==> src/rtl/nib_pkg.sv <==
package nib_pkg;
  localparam int unsigned OPW = 8;

  typedef enum logic [2:0] {
    OP_ADC = 3'd0, OP_SBC = 3'd1, OP_ADD = 3'd2, OP_SUB = 3'd3,
    OP_ADN = 3'd4, OP_AND = 3'd5, OP_XOR = 3'd6, OP_OR  = 3'd7
  } alu_op_e;

  typedef enum logic [2:0] {
    K_NONE, K_MEM, K_IMM, K_SHIFT, K_STEP
  } kind_e;

  typedef struct packed {
    kind_e   kind;
    alu_op_e op;
    logic    wb;
    logic    sh_left;
    logic    fill;
    logic    step_dn;
  } uop_t;
endpackage

==> src/rtl/nib_decode.sv <==
module nib_decode
  import nib_pkg::*;
(
  input  logic [OPW-1:0] word_i,
  output uop_t           uop_o
);
  always_comb begin
    uop_o      = '0;
    uop_o.kind = K_NONE;
    uop_o.op   = alu_op_e'(word_i[2:0]);
    case (word_i[7:4])
      4'h8: begin
        uop_o.kind = K_MEM;
        uop_o.wb   = word_i[3];
      end
      4'h9: begin
        if (!word_i[3]) begin
          uop_o.kind = K_IMM;
        end else if (word_i[2:1] == 2'b00) begin
          uop_o.kind    = K_STEP;
          uop_o.step_dn = word_i[0];
        end
      end
      4'h1: begin
        if (word_i[3:2] == 2'b10) begin
          uop_o.kind    = K_SHIFT;
          uop_o.sh_left = word_i[1];
          uop_o.fill    = word_i[0];
        end
      end
      default: ;
    endcase
  end
endmodule

==> src/rtl/nib_alu.sv <==
module nib_alu
  import nib_pkg::*;
#(
  parameter int unsigned DW = 4
) (
  input  alu_op_e       op_i,
  input  logic [DW-1:0] a_i,
  input  logic [DW-1:0] b_i,
  input  logic          c_i,
  output logic [DW-1:0] res_o,
  output logic          cout_o,
  output logic          cupd_o
);
  logic          sub;
  logic          cin;
  logic [DW-1:0] b_eff;
  logic [DW:0]   sum;

  always_comb begin
    sub = (op_i == OP_SBC) || (op_i == OP_SUB);
    case (op_i)
      OP_ADC, OP_SBC: cin = c_i;
      OP_SUB:         cin = 1'b1;
      default:        cin = 1'b0;
    endcase
    b_eff = sub ? ~b_i : b_i;
    sum   = {1'b0, a_i} + {1'b0, b_eff} + {{DW{1'b0}}, cin};
    case (op_i)
      OP_AND:  res_o = a_i & b_i;
      OP_XOR:  res_o = a_i ^ b_i;
      OP_OR:   res_o = a_i | b_i;
      default: res_o = sum[DW-1:0];
    endcase
    cout_o = sum[DW];
    cupd_o = (op_i == OP_ADC) || (op_i == OP_SBC) ||
             (op_i == OP_ADD) || (op_i == OP_SUB);
  end
endmodule

==> src/rtl/nib_unary.sv <==
module nib_unary #(
  parameter int unsigned DW = 4
) (
  input  logic [DW-1:0] acc_i,
  input  logic [DW-1:0] mem_i,
  input  logic          left_i,
  input  logic          fill_i,
  input  logic          dn_i,
  output logic [DW-1:0] shift_o,
  output logic [DW-1:0] step_o
);
  localparam logic [DW-1:0] ONE = DW'(1);
  localparam int unsigned   MSB = DW - 1;

  logic [DW-1:0] shl, shr;

  // one-bit shifts, lost bit dropped
  for (genvar i = 0; i < DW; i++) begin : g_sh
    if (i == 0) begin : g_lo
      assign shl[i] = fill_i;
    end else begin : g_lo_n
      assign shl[i] = acc_i[i-1];
    end
    if (i == MSB) begin : g_hi
      assign shr[i] = fill_i;
    end else begin : g_hi_n
      assign shr[i] = acc_i[i+1];
    end
  end

  assign shift_o = left_i ? shl : shr;
  assign step_o  = dn_i ? (mem_i - ONE) : (mem_i + ONE);
endmodule

==> src/rtl/nib_exec_unit.sv <==
module nib_exec_unit
  import nib_pkg::*;
#(
  parameter int unsigned DW = 4
) (
  input  logic           clk_i,
  input  logic           rst_ni,
  input  logic           valid_i,
  input  logic [OPW-1:0] word_i,
  input  logic [DW-1:0]  mem_rdata_i,
  output logic           mem_we_o,
  output logic [DW-1:0]  mem_wdata_o,
  output logic [DW-1:0]  acc_o,
  output logic           carry_o,
  output logic           done_o
);
  uop_t          dec_u;
  alu_op_e       pend_op_q, pend_op_d, alu_op;
  logic          pend_q, pend_d;
  logic [DW-1:0] acc_q, acc_d, wd_q, wd_d, alu_b, alu_res, sh_res, step_res;
  logic          c_q, c_d, we_q, we_d, done_q, done_d, alu_cout, alu_cupd;

  nib_decode u_dec (.word_i(word_i), .uop_o(dec_u));

  assign alu_op = pend_q ? pend_op_q : dec_u.op;
  assign alu_b  = pend_q ? word_i[DW-1:0] : mem_rdata_i;

  nib_alu #(.DW(DW)) u_alu (
    .op_i(alu_op), .a_i(acc_q), .b_i(alu_b), .c_i(c_q),
    .res_o(alu_res), .cout_o(alu_cout), .cupd_o(alu_cupd)
  );

  nib_unary #(.DW(DW)) u_una (
    .acc_i(acc_q), .mem_i(mem_rdata_i), .left_i(dec_u.sh_left),
    .fill_i(dec_u.fill), .dn_i(dec_u.step_dn),
    .shift_o(sh_res), .step_o(step_res)
  );

  always_comb begin
    acc_d     = acc_q;
    c_d       = c_q;
    we_d      = 1'b0;
    wd_d      = wd_q;
    done_d    = 1'b0;
    pend_d    = pend_q;
    pend_op_d = pend_op_q;
    if (valid_i) begin
      if (pend_q) begin
        acc_d  = alu_res;
        if (alu_cupd) c_d = alu_cout;
        done_d = 1'b1;
        pend_d = 1'b0;
      end else begin
        case (dec_u.kind)
          K_MEM: begin
            acc_d  = alu_res;
            if (alu_cupd) c_d = alu_cout;
            if (dec_u.wb) begin
              we_d = 1'b1;
              wd_d = alu_res;
            end
            done_d = 1'b1;
          end
          K_IMM: begin
            pend_d    = 1'b1;
            pend_op_d = dec_u.op;
          end
          K_SHIFT: begin
            acc_d  = sh_res;
            done_d = 1'b1;
          end
          K_STEP: begin
            acc_d  = step_res;
            we_d   = 1'b1;
            wd_d   = step_res;
            done_d = 1'b1;
          end
          default: done_d = 1'b1;  // undefined: retire as no-op
        endcase
      end
    end
  end

  always_ff @(posedge clk_i or negedge rst_ni) begin
    if (!rst_ni) begin
      acc_q     <= '0;
      c_q       <= 1'b0;
      we_q      <= 1'b0;
      wd_q      <= '0;
      done_q    <= 1'b0;
      pend_q    <= 1'b0;
      pend_op_q <= OP_ADC;
    end else begin
      acc_q     <= acc_d;
      c_q       <= c_d;
      we_q      <= we_d;
      wd_q      <= wd_d;
      done_q    <= done_d;
      pend_q    <= pend_d;
      pend_op_q <= pend_op_d;
    end
  end

  assign acc_o       = acc_q;
  assign carry_o     = c_q;
  assign mem_we_o    = we_q;
  assign mem_wdata_o = wd_q;
  assign done_o      = done_q;

  a_r3_we_with_done: assert property (@(posedge clk_i) disable iff (!rst_ni)
    mem_we_o |-> done_o);
  a_r3_wdata_is_acc: assert property (@(posedge clk_i) disable iff (!rst_ni)
    mem_we_o |-> (mem_wdata_o == acc_o));
  a_r9_acc_quiet: assert property (@(posedge clk_i) disable iff (!rst_ni)
    !done_o |-> $stable(acc_o));
  a_r9_carry_quiet: assert property (@(posedge clk_i) disable iff (!rst_ni)
    !done_o |-> $stable(carry_o));
  a_r6_no_done_pending: assert property (@(posedge clk_i) disable iff (!rst_ni)
    pend_q |-> !done_o);
  a_r11_idle_no_done: assert property (@(posedge clk_i) disable iff (!rst_ni)
    !valid_i |=> !done_o);
endmodule

==> config.mk <==
export PLATFORM = sky130hd
export DESIGN_NAME = nib_exec_unit
export DESIGN_NICKNAME = d
export VERILOG_FILES = /design/src/rtl/nib_pkg.sv /design/src/rtl/nib_decode.sv /design/src/rtl/nib_alu.sv /design/src/rtl/nib_unary.sv /design/src/rtl/nib_exec_unit.sv
export SDC_FILE = /design/constraint.sdc
export NUM_CORES = 1
export LEC_CHECK = 0
export BUFFER_PORTS_ARGS = -buffer_cell sky130_fd_sc_hd__buf_2
export CAP_MARGIN = 40
export CORE_MARGIN = 3
export CORE_UTILIZATION = 60
export CTS_CLUSTER_SIZE = 8
export DETAILED_ROUTE_END_ITERATION = 10
export GPL_ROUTABILITY_DRIVEN = 0
export GPL_TIMING_DRIVEN = 0
export PLACE_DENSITY = 0.85
export SLEW_MARGIN = 20
export SYNTH_ARGS = -nofsm -noshare
export SYNTH_HDL_FRONTEND = slang
export SYNTH_SLANG_ARGS = --single-unit
export TNS_END_PERCENT = 20
==> constraint.sdc <==
create_clock -name clk_i -period 5.4 [get_ports clk_i]
set_clock_uncertainty 0.2 [all_clocks]
set_input_delay 0.81 -clock clk_i [delete_from_list [all_inputs] [get_ports clk_i]]
set_output_delay 0.81 -clock clk_i [all_outputs]
set_load 0.02 [all_outputs]
==> metrics.txt <==
status=complete, no violations; drt initial violations=49; crit end category=flop; first-pass GRT wire length=5890 um; headroom to the max-slew limit=45.3%; layout cells sized above 1=22.1%; vias in the first global route=1328; Reg-to-Reg End=acc_o[2]$_DFFE_PN0P_; asr flop ratio synth=100%; Ant. Diodes=0; cts hold-fix bufs=0; Post-Place Cells=219; Finished Layout Cells=223; Cell variety after synth=47; H-tree level count=1; Avg Cell Area, Syn=8.89 sq um; post-CTS resize count=0; Area Growth Syn to Fin=12.6%; CP Launch Type=input port; final hold vios=0; antenna-violating nets left=0; pwr dens=310 nW/um^2; Cell Rows=17; RSZ-0062 raised after global routing=false; syn_nets=197; area of the die=3090 sq um; synthesis warning total=0; r2r worst-path depth=10; clk slew on worst S/H paths=0.09 ns; Core Area=2280 sq um; CP Capture Point=acc_o[3]$_DFFE_PN0P_; WP depth=10; min Tclk post-route=3.15 ns; Hold WC Path Type=input port to asynchronous set/reset pin; biggest area consumer among synthesized cells=dfrtp_1; Final period util=58.4%; Cells after Synth=166; routed wire length=3550 um; flop-to-flop setup slack=2.37 ns; hpwl dp=2790 um; Synth Flop Type=dfrtp_1; Critical Path, Cell by Cell=buf_2 -> nor3b_1 -> nand4_1 -> nor2_1 -> ha_1 -> a21oi_1 -> a21oi_1 -> o21ai_0 -> a21oi_1 -> a211o_1; root buf cell=clkbuf_4; Post-Syn Area=1480 sq um; Worst Path Buf+Inv=1; Bufs on Longest Clock Path=2; critical path's most frequent cell=a21oi_1; Port-buffer cells=25; Critical Path Start=word_i[2]; Post-CTS Setup Bufs=0; CTS Buf Count=3; Peak VDD IR=0.277 mV; Total GRT Usage=23.1%; Reg2Reg Launch Point=pend_q$_DFFE_PN0P_; clk_lat worst skew=0.29 ns; wire per inst=15.9 um; sequential area share after synthesis=25.4%; family with the most delay on the worst path=compound AO/OA/AOI/OAI gates; die width=55.6 um; MaxCap Viol Count=0; starting density of the core=64.8%; via count=1388; CP arrival=3.13 ns; Worst-Margin Slew=0.812 ns; Synth Register Bits=15; setup tns final=0 ns; Critical Path Max Stage Delay=0.33 ns; number of flops mapped to enable cells by yosys=0; Final nets=227; ranking of synthesized cells by area=dfrtp_1, ha_1, mux2i_1; drt first pass iters=4; largest net degree at the start of global routing=16; die height=55.6 um; CP max FO=8; CP max-delay cell=nand4_1; critical path type=input port to flop; CP required=5.38 ns; Setup Viol. Count Final=0; initial antenna violation count=0; area share of the largest cell type after synthesis=25.4%; routed vias/inst=6.22; IO Pins=26; fillers=180; DRC viols=0; TritonCTS clock tree=done; GR Overflow Total=0; Final Max Slew Viols=0; Num Clock Sinks=15; total power=0.000516 W; Max Fclk=317 MHz; Pleak=0.794 nW
registers in the layout (all words and copies together), names as in the netlist:
name	count
acc_o	4
carry_o	1
done_o	1
mem_wdata_o	4
mem_we_o	1
pend_op_q	3
pend_q	1
power by group:
group / total (W) / internal (W) / switching, W
registers: 0.000176 / 0.000144 / 0.0000323
logic: 0.000273 / 0.000114 / 0.000159
clock network: 0.0000664 / 0.0000287 / 0.0000377
total: 0.000516 / 0.000287 / 0.000229
placed cells by master, fill, tap and decap left out, types with 3 or more instances in the layout:
cell type	synthesis	layout
nand3_1	4	4
fa_1	3	3
mux2i_1	8	8
a21oi_1	12	12
o22ai_1	5	5
nand2_1	8	8
clkbuf_4	0	3
o31ai_1	4	4
mux2_2	5	5
xor2_1	3	3
o21ai_0	10	10
o21a_1	3	3
buf_2	2	27
inv_1	15	15
clkbuf_1	2	3
dfrtp_1	15	15
xnor2_1	5	5
nor2_1	13	13
ha_1	13	13
layout make-up:
type | instances | area, sq um | share of cell area, %
Multi-Input combinational cell | 129 | 991 | 59.6
Sequential cell | 15 | 375 | 22.6
Timing Repair Buffer | 25 | 125 | 7.53
Inverter | 16 | 72.6 | 4.37
Buffer | 6 | 36.3 | 2.18
Tap cell | 28 | 35.0 | 2.11
Clock buffer | 4 | 26.3 | 1.58
layer usage:
metal / GRT usage, % / routed length (um) / vias to the layer above
met3: 4.87 / 271 / 6
li1: - / - / 660
met1: 28.7 / 1480 / 659
met2: 40.0 / 1770 / 63
met4: 6.60 / 36 / 0
met5: 0 / 0 / -
synth_stat cells (3+ instances only):
cell,count
xor2_1,3
inv_1,15
mux2_2,5
xnor2_1,5
ha_1,13
fa_1,3
nand3_1,4
o21ai_0,10
o21a_1,3
o22ai_1,5
mux2i_1,8
a21oi_1,12
o31ai_1,4
nand2_1,8
dfrtp_1,15
nor2_1,13
how the worst min path moves through the flow:
stage | endpoint | slack, ns | cells after the start
after detailed placement | mem_wdata_o[0]$_DFFE_PN0P_ | 0.28 | 2
after CTS | pend_op_q[0]$_DFFE_PN0P_ | 0.22 | 1
after global routing | pend_op_q[1]$_DFFE_PN0P_ | 0.22 | 1
final | pend_op_q[0]$_DFFE_PN0P_ | 0.21 | 1
after global placement | mem_wdata_o[2]$_DFFE_PN0P_ | 0.27 | 2
after floorplan | pend_op_q[2]$_DFFE_PN0P_ | 0.30 | 1
logic make-up (layout without fill, tap and decap cells):
| family | Yosys count | in the layout | synth area share [%] |
|---|---|---|---|
| XOR/XNOR | 8 | 8 | 4.75 |
| multiplexers | 15 | 15 | 11.2 |
| AND/OR/NAND/NOR | 42 | 42 | 15.0 |
| flip-flops | 15 | 15 | 25.4 |
| AO/OA/AOI/OAI | 48 | 48 | 21.1 |
| adder cells (fa/ha/maj) | 16 | 16 | 15.1 |
| buffers and inverters | 22 | 51 | 7.38 |
through the flow:
stage	area, sq um	setup WS (ns)	hold WS, ns	util (%)
finish	1660	2.25	0.211	73.0
global route	1660	2.09	0.224	73.0
CTS	1660	2.30	0.222	73.0
detailed placement	1640	2.02	0.284	71.9
global placement	1640	1.99	0.274	71.9
floorplan	1480	2.44	0.297	-
Note: power is estimated with default switching activity, not from simulation.
